===== config.mk =====
export PLATFORM = sky130hd
export DESIGN_NAME = lane_rf_top
export DESIGN_NICKNAME = d
export VERILOG_FILES = /design/src/rtl/lane_rf_pkg.sv /design/src/rtl/lane_rf_store.sv /design/src/rtl/lane_rf_remap.sv /design/src/rtl/lane_rf_read_port.sv /design/src/rtl/lane_rf_top.sv
export SDC_FILE = /design/constraint.sdc
export NUM_CORES = 2
export LEC_CHECK = 0
export ABC_CLOCK_PERIOD_IN_PS = 2700
export BUFFER_PORTS_ARGS = -buffer_cell sky130_fd_sc_hd__buf_2
export CORE_ASPECT_RATIO = 1.1
export CORE_UTILIZATION = 53
export CTS_BUF_LIST = sky130_fd_sc_hd__clkbuf_2 sky130_fd_sc_hd__clkbuf_4 sky130_fd_sc_hd__clkbuf_8
export DETAILED_ROUTE_END_ITERATION = 8
export PLACE_DENSITY = 0.71
export SYNTH_ARGS = -nofsm -noshare
export SYNTH_HDL_FRONTEND = slang
export SYNTH_SLANG_ARGS = --single-unit
export TNS_END_PERCENT = 1

===== constraint.sdc =====
create_clock -name clk_i -period 2.7 [get_ports clk_i]
set_clock_uncertainty 0.2 [all_clocks]
set_input_delay 0.27 -clock clk_i [delete_from_list [all_inputs] [get_ports clk_i]]
set_output_delay 0.27 -clock clk_i [all_outputs]
set_load 0.01 [all_outputs]

===== src/rtl/lane_rf_pkg.sv =====
package lane_rf_pkg;
  parameter int DEF_IDX_W  = 4;
  parameter int DEF_NLANE  = 4;
  parameter int DEF_LANE_W = 8;

  typedef struct packed {
    logic [DEF_IDX_W-1:0] idx;
    logic [DEF_NLANE-1:0] mask;
  } spec_t;
endpackage


===== src/rtl/lane_rf_store.sv =====
module lane_rf_store #(
  parameter int IDX_W    = 4,
  parameter int NLANE    = 4,
  parameter int LANE_W   = 8,
  parameter bit ALT_FILE = 1'b1,
  localparam int XLEN    = NLANE * LANE_W,
  localparam int NREG    = 1 << IDX_W
) (
  input  logic                       clk_i,
  input  logic                       rst_ni,
  input  logic                       we_i,
  input  logic [IDX_W-1:0]           idx_i,
  input  logic [NLANE-1:0]           mask_i,
  input  logic [XLEN-1:0]            data_i,
  output logic [NREG-1:0][XLEN-1:0]  main_o,
  output logic [NREG-1:0][XLEN-1:0]  alt_o
);
  logic [NREG-1:0][XLEN-1:0] main_q;
  logic [NREG-1:0][XLEN-1:0] alt_q;

  always_ff @(posedge clk_i or negedge rst_ni) begin
    if (!rst_ni) begin
      main_q <= '0;
    end else if (we_i) begin
      for (int l = 0; l < NLANE; l++) begin
        if (mask_i[l]) main_q[idx_i][l*LANE_W +: LANE_W] <= data_i[l*LANE_W +: LANE_W];
      end
    end
  end

  generate
    if (ALT_FILE) begin : g_alt
      always_ff @(posedge clk_i or negedge rst_ni) begin
        if (!rst_ni)                  alt_q <= '0;
        else if (we_i && mask_i == '0) alt_q[idx_i] <= data_i;
      end
    end else begin : g_no_alt
      assign alt_q = '0;
    end
  endgenerate

  assign main_o = main_q;
  assign alt_o  = alt_q;

  p_hold_r10: assert property (@(posedge clk_i) disable iff (!rst_ni)
    !we_i |=> ($stable(main_q) && $stable(alt_q)));

  p_alt_only_r4: assert property (@(posedge clk_i) disable iff (!rst_ni)
    (we_i && mask_i == '0) |=> $stable(main_q));

  generate
    for (genvar r = 0; r < NREG; r++) begin : g_chk_reg
      for (genvar l = 0; l < NLANE; l++) begin : g_chk_lane
        p_lane_keep_r5: assert property (@(posedge clk_i) disable iff (!rst_ni)
          (we_i && idx_i == IDX_W'(r) && !mask_i[l]) |=> $stable(main_q[r][l*LANE_W +: LANE_W]));
      end
    end
  endgenerate
endmodule


===== src/rtl/lane_rf_remap.sv =====
module lane_rf_remap #(
  parameter int NLANE  = 4,
  parameter int LANE_W = 8,
  localparam int XLEN  = NLANE * LANE_W,
  localparam int CNT_W = $clog2(NLANE + 1),
  localparam int SEL_W = (NLANE > 1) ? $clog2(NLANE) : 1
) (
  input  logic              clk_i,
  input  logic              rst_ni,
  input  logic              remap_i,
  input  logic [NLANE-1:0]  src_mask_i,
  input  logic [NLANE-1:0]  dst_mask_i,
  input  logic [XLEN-1:0]   data_i,
  output logic [XLEN-1:0]   data_o
);
  logic [NLANE-1:0][LANE_W-1:0] pk;
  logic [CNT_W-1:0]             n_src;
  logic [CNT_W-1:0]             n_dst;
  logic [XLEN-1:0]              spread;

  // gather high lane first, then scatter high lane first
  always_comb begin
    pk     = '0;
    n_src  = '0;
    for (int l = NLANE - 1; l >= 0; l--) begin
      if (src_mask_i[l]) begin
        pk[n_src[SEL_W-1:0]] = data_i[l*LANE_W +: LANE_W];
        n_src = n_src + CNT_W'(1);
      end
    end
    spread = '0;
    n_dst  = '0;
    for (int l = NLANE - 1; l >= 0; l--) begin
      if (dst_mask_i[l]) begin
        if (n_dst < n_src) spread[l*LANE_W +: LANE_W] = pk[n_dst[SEL_W-1:0]];
        n_dst = n_dst + CNT_W'(1);
      end
    end
  end

  assign data_o = remap_i ? spread : data_i;

  p_remap_ident_r6: assert property (@(posedge clk_i) disable iff (!rst_ni)
    (remap_i && &src_mask_i && &dst_mask_i) |-> data_o == data_i);

  p_remap_empty_r6: assert property (@(posedge clk_i) disable iff (!rst_ni)
    (remap_i && src_mask_i == '0) |-> data_o == '0);
endmodule


===== src/rtl/lane_rf_read_port.sv =====
module lane_rf_read_port #(
  parameter int IDX_W  = 4,
  parameter int NLANE  = 4,
  parameter int LANE_W = 8,
  localparam int XLEN  = NLANE * LANE_W,
  localparam int NREG  = 1 << IDX_W,
  localparam int SPEC_W = IDX_W + NLANE
) (
  input  logic [SPEC_W-1:0]          spec_i,
  input  logic [NREG-1:0][XLEN-1:0]  main_i,
  input  logic [NREG-1:0][XLEN-1:0]  alt_i,
  output logic [XLEN-1:0]            data_o
);
  logic [IDX_W-1:0] idx;
  logic [NLANE-1:0] mask;
  logic [XLEN-1:0]  word;
  logic [XLEN-1:0]  masked;

  assign idx  = spec_i[SPEC_W-1 -: IDX_W];
  assign mask = spec_i[NLANE-1:0];
  assign word = main_i[idx];

  generate
    for (genvar l = 0; l < NLANE; l++) begin : g_lane
      assign masked[l*LANE_W +: LANE_W] = mask[l] ? word[l*LANE_W +: LANE_W] : '0;
    end
  endgenerate

  // alt_i is all zero when no alternate file is built
  assign data_o = (mask == '0) ? alt_i[idx] : masked;
endmodule


===== src/rtl/lane_rf_top.sv =====
module lane_rf_top
  import lane_rf_pkg::*;
#(
  parameter int IDX_W    = DEF_IDX_W,
  parameter int NLANE    = DEF_NLANE,
  parameter int LANE_W   = DEF_LANE_W,
  parameter bit ALT_FILE = 1'b1,
  localparam int XLEN    = NLANE * LANE_W,
  localparam int NREG    = 1 << IDX_W,
  localparam int SPEC_W  = IDX_W + NLANE
) (
  input  logic              clk_i,
  input  logic              rst_ni,
  input  logic [SPEC_W-1:0] rd_a_spec_i,
  output logic [XLEN-1:0]   rd_a_data_o,
  input  logic [SPEC_W-1:0] rd_b_spec_i,
  output logic [XLEN-1:0]   rd_b_data_o,
  input  logic              wr_en_i,
  input  logic [SPEC_W-1:0] wr_spec_i,
  input  logic [XLEN-1:0]   wr_data_i,
  input  logic              wr_remap_i,
  input  logic [NLANE-1:0]  wr_src_mask_i
);
  logic [NREG-1:0][XLEN-1:0] main_w;
  logic [NREG-1:0][XLEN-1:0] alt_w;
  logic [XLEN-1:0]           wr_word;
  logic [IDX_W-1:0]          wr_idx;
  logic [NLANE-1:0]          wr_mask;
  logic [1:0][SPEC_W-1:0]    rd_spec;
  logic [1:0][XLEN-1:0]      rd_data;

  assign wr_idx  = wr_spec_i[SPEC_W-1 -: IDX_W];
  assign wr_mask = wr_spec_i[NLANE-1:0];

  lane_rf_remap #(.NLANE(NLANE), .LANE_W(LANE_W)) u_remap (
    .clk_i      (clk_i),
    .rst_ni     (rst_ni),
    .remap_i    (wr_remap_i),
    .src_mask_i (wr_src_mask_i),
    .dst_mask_i (wr_mask),
    .data_i     (wr_data_i),
    .data_o     (wr_word)
  );

  // a zero destination mask passes the raw word to the alternate file
  lane_rf_store #(.IDX_W(IDX_W), .NLANE(NLANE), .LANE_W(LANE_W), .ALT_FILE(ALT_FILE)) u_store (
    .clk_i  (clk_i),
    .rst_ni (rst_ni),
    .we_i   (wr_en_i),
    .idx_i  (wr_idx),
    .mask_i (wr_mask),
    .data_i ((wr_mask == '0) ? wr_data_i : wr_word),
    .main_o (main_w),
    .alt_o  (alt_w)
  );

  assign rd_spec[0] = rd_a_spec_i;
  assign rd_spec[1] = rd_b_spec_i;

  generate
    for (genvar p = 0; p < 2; p++) begin : g_rd
      lane_rf_read_port #(.IDX_W(IDX_W), .NLANE(NLANE), .LANE_W(LANE_W)) u_port (
        .spec_i (rd_spec[p]),
        .main_i (main_w),
        .alt_i  (alt_w),
        .data_o (rd_data[p])
      );
    end
  endgenerate

  assign rd_a_data_o = rd_data[0];
  assign rd_b_data_o = rd_data[1];
endmodule


### After elaboration in Yosys (flattened, before gate mapping)

Cells that the tools add are included.

| word-level totals | value |
|---|---|
| bits of input ports | 64 |
| logic and storage cells | 138 |
| bits in registers | 1024 |

| operators by class | value |
|---|---|
| $add $sub $neg | 5 |
| $lt $le $gt $ge | 17 |
| reduce and logical (&&, ||, !) cells | 8 |
| mux-type cells | 76 |

Operator list:

| kind | number |
|---|---|
| 512-bit two-way mux | 7 |
| 512-bit bitwise mux | 5 |
| 32-bit demux with 4-bit select | 5 |
| 32-bit binary-select mux with 4-bit select | 4 |
| 32-bit two-way mux | 13 |
| 8-bit two-way mux | 24 |
| 32-bit bitwise mux | 3 |
| 8-bit binary-select mux with 2-bit select | 3 |
| 8-bit demux with 2-bit select | 3 |
| 24-bit two-way mux | 1 |
| 16-bit two-way mux | 1 |
| 4-bit by 5-bit < comparator with 1-bit output (second input constant) | 3 |
| 3-bit two-way mux | 5 |
| 4-bit zero test | 3 |
| 2-bit by 3-bit < comparator with 1-bit output (second input constant) | 4 |
| 3-bit by 1-bit adder with 3-bit output (second input constant) | 3 |
| 1-bit by 3-bit < comparator with 1-bit output (second input constant) | 2 |
| 3-bit < comparator | 2 |
| 1-bit logical AND | 5 |
| 1-bit by 1-bit adder with 2-bit output (second input constant) | 2 |
| 2-bit by 1-bit greater-or-equal comparator with 1-bit output (second input constant) | 2 |
| 4-bit by 1-bit greater-or-equal comparator with 1-bit output (second input constant) | 1 |
| 1-bit by 3-bit < comparator with 1-bit output | 1 |
| 1-bit by 3-bit < comparator with 1-bit output (first input constant) | 1 |
| 2 further kinds | 3 |

### Logic depth before layout (Yosys ltp)

| depth | value |
|---|---|
| depth in word-level cells | 28 |
| mapped depth | 16 |

### By module

A second synthesis with hierarchy kept.

| second synthesis, totals | value |
|---|---|
| cell total of the unflattened synthesis | 4809 |
| area, all modules | 58458.6 sq um |

By module, submodules not included:

| module | area an instance (sq um) | instances | sequential area each (sq um) | cells each |
|---|---|---|---|---|
| lane_rf_store | 38637.1 | 1 | 25624.6 | 2330 |
| lane_rf_read_port | 8623.3 | 2 | 0.0 | 1071 |
| lane_rf_remap | 2159.6 | 1 | 0.0 | 301 |
| lane_rf_top | 415.4 | 1 | 0.0 | 36 |

### Worst setup path before layout

Ideal clock, no wire load.

| timing path | value |
|---|---|
| path type | input -> register |
| start | input port wr_src_mask_i[2] |
| end | register u_store.alt_q, in the netlist u_store.alt_o[111] |
| library setup time | 133 ps |
| path buffers | 5 |
| slack | -1304 ps |
| arrival | 3671 ps |
| cell stages on the path | 15 |
| data required time | 2367 ps |
| path through | clkbuf_1 clkbuf_1 inv_1 ha_1 buf_2 and4b_1 nor2_1 buf_2 o21a_1 ha_1 nor4_1 a311oi_2 a21boi_0 clkbuf_1 o21ai_0 |

| on the way | value |
|---|---|
| cells in the longest elaborated chain, start to end | 16 |

RTL lines:

| what | RTL line | text |
|---|---|---|
| from (decl) | lane_rf_top.sv:22 | `input logic [NLANE-1:0] wr_src_mask_i` |
| 3-bit two-way mux | lane_rf_remap.sv:26 | `if (src_mask_i[l]) begin` |
| 3-bit by 1-bit adder with 3-bit output, or another cell as far along | lane_rf_remap.sv:28 | `n_src = n_src + CNT_W'(1);` |
| 3-bit two-way mux or 1-bit logical AND (tied branches) | lane_rf_remap.sv:26, lane_rf_remap.sv:27 |  |
| 2-bit by 3-bit < comparator with 1-bit output (implied by the code), or another cell as far along | lane_rf_remap.sv:27 | `pk[n_src[SEL_W-1:0]] = data_i[l*LANE_W +: LANE_W];` |
| 1-bit logical AND (implied by the code) or 8-bit demux with 2-bit select (tied branches) | -- |  |
| 8-bit two-way mux (implied by the code) or 32-bit bitwise mux (tied branches) | lane_rf_remap.sv:27 |  |
| 8-bit demux with 2-bit select or 32-bit two-way mux (tied branches) | -- |  |
| 32-bit bitwise mux | lane_rf_remap.sv:27 |  |
| 32-bit two-way mux | lane_rf_remap.sv:26 |  |
| 8-bit binary-select mux with 2-bit select | lane_rf_remap.sv:35 | `if (n_dst < n_src) spread[l*LANE_W +: LANE_W] = pk[n_dst[SEL_W-1:0]];` |
| 8-bit two-way mux (implied by the code) | lane_rf_remap.sv:35 |  |
| 8-bit two-way mux * | lane_rf_remap.sv:35 |  |
| 8-bit two-way mux * | lane_rf_remap.sv:34 | `if (dst_mask_i[l]) begin` |
| 32-bit two-way mux * | lane_rf_remap.sv:41 | `assign data_o = remap_i ? spread : data_i;` |
| 32-bit two-way mux * | lane_rf_top.sv:52 | `.data_i ((wr_mask == '0) ? wr_data_i : wr_word),` |
| 512-bit bitwise mux * | lane_rf_store.sv:35 | `else if (we_i && mask_i == '0) alt_q[idx_i] <= data_i;` |
| to (signal, indexed assignment) | lane_rf_store.sv:35 |  |
| to (decl) | lane_rf_store.sv:19 | `logic [NREG-1:0][XLEN-1:0] alt_q;` |

Mark *: on every way between the ends. The rest lies on a longest branch, timed or not. The select of a mux whose other input is x is not followed.
A chain may end at the register's enable or synchronous reset.

### Worst setup path after layout

| timing path | value |
|---|---|
| start | register u_store.main_q, in the netlist u_store.main_o[178] |
| end | output port rd_a_data_o[18] |

| on the way | value |
|---|---|
| cells in the longest elaborated chain, start to end | 4 |

RTL lines:

| what | RTL line | text |
|---|---|---|
| from (decl) | lane_rf_store.sv:18 | `logic [NREG-1:0][XLEN-1:0] main_q;` |
| from (signal, indexed assignment) | lane_rf_store.sv:26 | `if (mask_i[l]) main_q[idx_i][l*LANE_W +: LANE_W] <= data_i[l*LANE_W +: LANE_W];` |
| 32-bit binary-select mux with 4-bit select | lane_rf_read_port.sv:21 | `assign word = main_i[idx];` |
| 32-bit two-way mux (implied by the code) | lane_rf_read_port.sv:21 |  |
| 8-bit two-way mux | lane_rf_read_port.sv:25 | `assign masked[l*LANE_W +: LANE_W] = mask[l] ? word[l*LANE_W +: LANE_W] : '0;` |
| 32-bit two-way mux | lane_rf_read_port.sv:30 | `assign data_o = (mask == '0) ? alt_i[idx] : masked;` |
| to (decl) | lane_rf_top.sv:15 | `output logic [XLEN-1:0] rd_a_data_o,` |

No other way between the ends. The select of a mux whose other input is x is not followed.

==> flow_metrics.py <==
metrics = {
    "status": {
        "outcome": "complete, but fails checks",
        "violations": "setup timing",
    },
    "power": {
        "power_frac_seq_pct": 43.6,
        "leakagePower_nw": 28.19,
        "switchingPower_mw": 12.54,
        "peakVddDrop_mv": 0.4839,
        "power_frac_clock_pct": 35.7,
        "p_int_mw": 30.54,
        "power_frac_comb_pct": 20.7,
        "powerDensity_nw_per_um2": 652.2,
        "swShare_pct": 29.11,
    },
    "setup_path": {
        "cp_max_fo": 2,
        "worstSetupPathType": "reg -> out",
        "crit_slowest_cell": "o211ai_1",
        "critical_path_arrival_ps": 3050,
        "slowest_delay_ps": 530,
        "cp.required_ps": 2230,
        "crit_path_start_kind": "flop",
        "crit_buf_inv": 2,
        "path_cells": "mux4_2, mux2_4, o211ai_1, o21ai_1, buf_4, buf_6",
        "cp-end-kind": "output pin",
        "critPathTopFamily": "multiplexers",
    },
    "detailed_routing": {
        "wl_per_cell_um": 26.59,
        "firstDrtPassIters": 9,
        "vias_per_cell": 6.537,
        "wl_met2_um": 83240,
        "totalWireLength_um": 182200,
        "drt-met1-wl_um": 65560,
        "post-route-drc-count": 0,
        "topRoutingLayerUsed": "met5",
        "drt_iter0_drc": 5437,
        "route.met3.wl_um": 22640,
        "vias": 44780,
        "ant_nets": 0,
    },
    "global_routing": {
        "grt_start_max_net_pins": 72,
        "grt_pass1_wl_um": 279100,
        "grt_remaining_overflow": 0,
        "track_usage_pct": 35.73,
        "antenna_found_initial": 21,
        "first_global_vias": 45520,
    },
    "clock_tree": {
        "clockBufferDepth": 3,
        "htree_levels": 4,
        "cts.clk_slew.worst_paths_ps": 70,
        "cts_made_buffers": 167,
        "worstSkewPairLatency_ps": 850,
        "cts_tree": "yes",
        "root_buffer": "clkbuf_8",
        "clock-sinks": 1024,
    },
    "die": {
        "core.rowCount": 123,
        "core_area_um2": 102300,
        "start_util_pct": 53.56,
        "pin_count": 128,
        "dieArea_um2": 104700,
        "die_h_um": 339.3,
        "die_w_um": 308.6,
    },
    "place": {
        "dp_hpwl_um": 124700,
        "dpl_worst_slack_ps": -1078,
        "port_buffers": 127,
        "gp_congestion": 0.9829,
        "place_inst": 6486,
    },
    "logic_synthesis": {
        "ys.flop_type": "dfrtp_1",
        "synth_warnings": 0,
        "syn_area_per_cell_um2": 11.19,
        "synthTopCellsByArea": "dfrtp_1 (47%), mux4_2 (24%), o21ai_0 (6.2%)",
        "netlist_area_um2": 54810,
        "synth-seq-area-share_pct": 46.75,
        "synth_area_leader_cell": "dfrtp_1",
        "synthArstFlopShare_pct": 100.0,
        "postSynthCellCount": 4899,
        "synth.distinct_cells": 60,
        "syn-num-nets": 4973,
        "synth-seq-cells": 1024,
        "synth_top_area_share_pct": 46.75,
        "synth_edf_count": 0,
    },
    "sta": {
        "fin_ws_ps": -823.5,
        "rsz0062_at_grt": "yes",
        "maxSlewHeadroom_pct": 51.91,
        "max_freq_ghz": 0.2838,
        "fin_crit_ps": 3523,
        "timing_hold_violations_final": 0,
        "worstMarginPinSlew_ps": 715.9,
        "timing.final.crit_share_pct": 130.5,
        "slew_violations": 0,
        "setup_viol": 64,
    },
    "finish": {
        "syn2layout_area_growth_pct": 20.51,
        "fin_cells": 6850,
        "multiInputGateArea_um2": 27790,
        "drive_gt1_share_pct": 32.85,
        "fin_util_pct": 64.54,
        "fillCellCount": 7647,
        "fin_nets": 5401,
        "register_area_um2": 25620,
    },
    "run": {
        "cap_viol_max_count": 0,
    },
    "hold_path": {
        "min_path_type": "in -> reg",
    },
}
logic make-up (layout without fill, tap and decap cells):
kind of cell    Yosys count  after routing  synth area share, %
xor+xnor                  4              4               0.1141
buf+inv                 516           1084                3.636
compound gates         1258           1258                12.43
simple gates           1323           1323                9.512
other cells               0              8                    0
fa+ha+maj                10             10               0.2283
flops                  1024           1024                46.75
mux                     764            764                27.33
worst paths after layout:
kind / from / to / slack (ps) / cells past startpoint
max: u_store.main_o[178] / rd_a_data_o[18] / -820 / 6
min: wr_remap_i / u_store.alt_o[239] / 90 / 5
max reg2reg: u_store.main_o[82] / u_store.main_o[82] / 1660 / 3
max in group asynchronous: rst_ni / u_store.main_o[238] / 1680 / 3
min in group asynchronous: rst_ni / u_store.main_o[323] / 130 / 3
min reg2reg: u_store.alt_o[327] / u_store.alt_o[327] / 290 / 2
stage by stage:
step                      cell area, um^2  hold slack (ps)  TNS (ps)  total power, mW
after floorplan                     55030           -225.6   -196520            24.05
after global placement              61220            117.4   -299770            27.02
after detailed placement            61220            107.4   -323380            27.44
after CTS                           65730            5.536    -28240            42.88
after global routing                66050            89.54    -30540            44.73
final                               66050            87.40    -26390            43.08
cell usage after synthesis (2+ instances only):
library cell,count
mux2_2,100
a2bb2oi_1,8
and4b_1,2
a221oi_1,26
nand2b_1,9
buf_1,58
mux2i_1,88
o21ai_1,7
nor4_1,2
and2_1,9
a21boi_2,7
inv_1,69
a31oi_1,5
a22o_1,2
ha_1,10
dfrtp_1,1024
nor2_1,465
or2_2,3
a2111oi_0,2
o22ai_1,2
a211o_1,5
nand3_1,28
or4_1,2
o21ai_0,684
mux4_2,576
a211oi_1,14
nor3_1,10
nor2b_1,4
buf_2,45
o21a_1,3
o211ai_1,65
nand3b_1,10
clkbuf_1,342
and3b_1,2
a21oi_1,405
xnor3_1,2
and3_1,8
nor3b_1,2
a22oi_1,14
nand2_1,760
cell type report:
class                           instances  area share [%]
Clock buffer                          264           5.075
Timing Repair Buffer                  704           10.23
Multi-Input combinational cell       3359           42.07
Inverter                               71          0.4489
Clock inverter                         45          0.7520
Antenna cell                            8         0.03031
Tap cell                             1375           2.605
Sequential cell                      1024           38.79
state kept, by name (all words and copies together), names as in the netlist:
signal,count
u_store.main_o,512
u_store.alt_o,512
what timing repair did:
item | in CTS | in global routing
hold endpoints to repair | 1816 | 2
setup buffers | 4 | 4
pin swaps | 3 | 5
endpoints found under the setup margin | 113 | 255
hold buffers | 38 | 1
resized for setup | 130 | 65
cell usage in the layout (no fill, tap or decap), types with 99 or more instances in the layout:
cell type,synthesis,final
nand2_1,760,744
buf_2,45,110
dfrtp_1,1024,1024
clkbuf_8,0,221
nor2_1,465,464
a21oi_1,405,388
mux4_2,576,576
buf_4,0,415
buf_12,0,126
mux2_2,100,99
o21ai_0,684,617
per-layer routing:
layer / global-route usage [%] / vias up
met2: 53.87 / 2916
met5: 0 / -
met3: 9.571 / 678
li1: - / 18800
met4: 19.35 / 22
met1: 47.50 / 22360
worst reg2reg max path, delay by kind of cell (launching register included):
kind                   cells  cell delay [ps]
AO/OA/AOI/OAI              1               60
buffers and inverters      1              140
AND/OR/NAND/NOR            1              120
flip-flops                 1              390
power by group through the flow:
stage	Combinational [mW]	Sequential [mW]	Clock (mW)
after floorplan	5.56	18.5	0
after global placement	8.19	18.8	0
after detailed placement	8.45	19.0	0
after CTS	8.67	18.7	15.5
after global routing	9.57	19.0	16.1
final	8.92	18.8	15.4
Note: power is estimated with default switching activity, not from simulation.
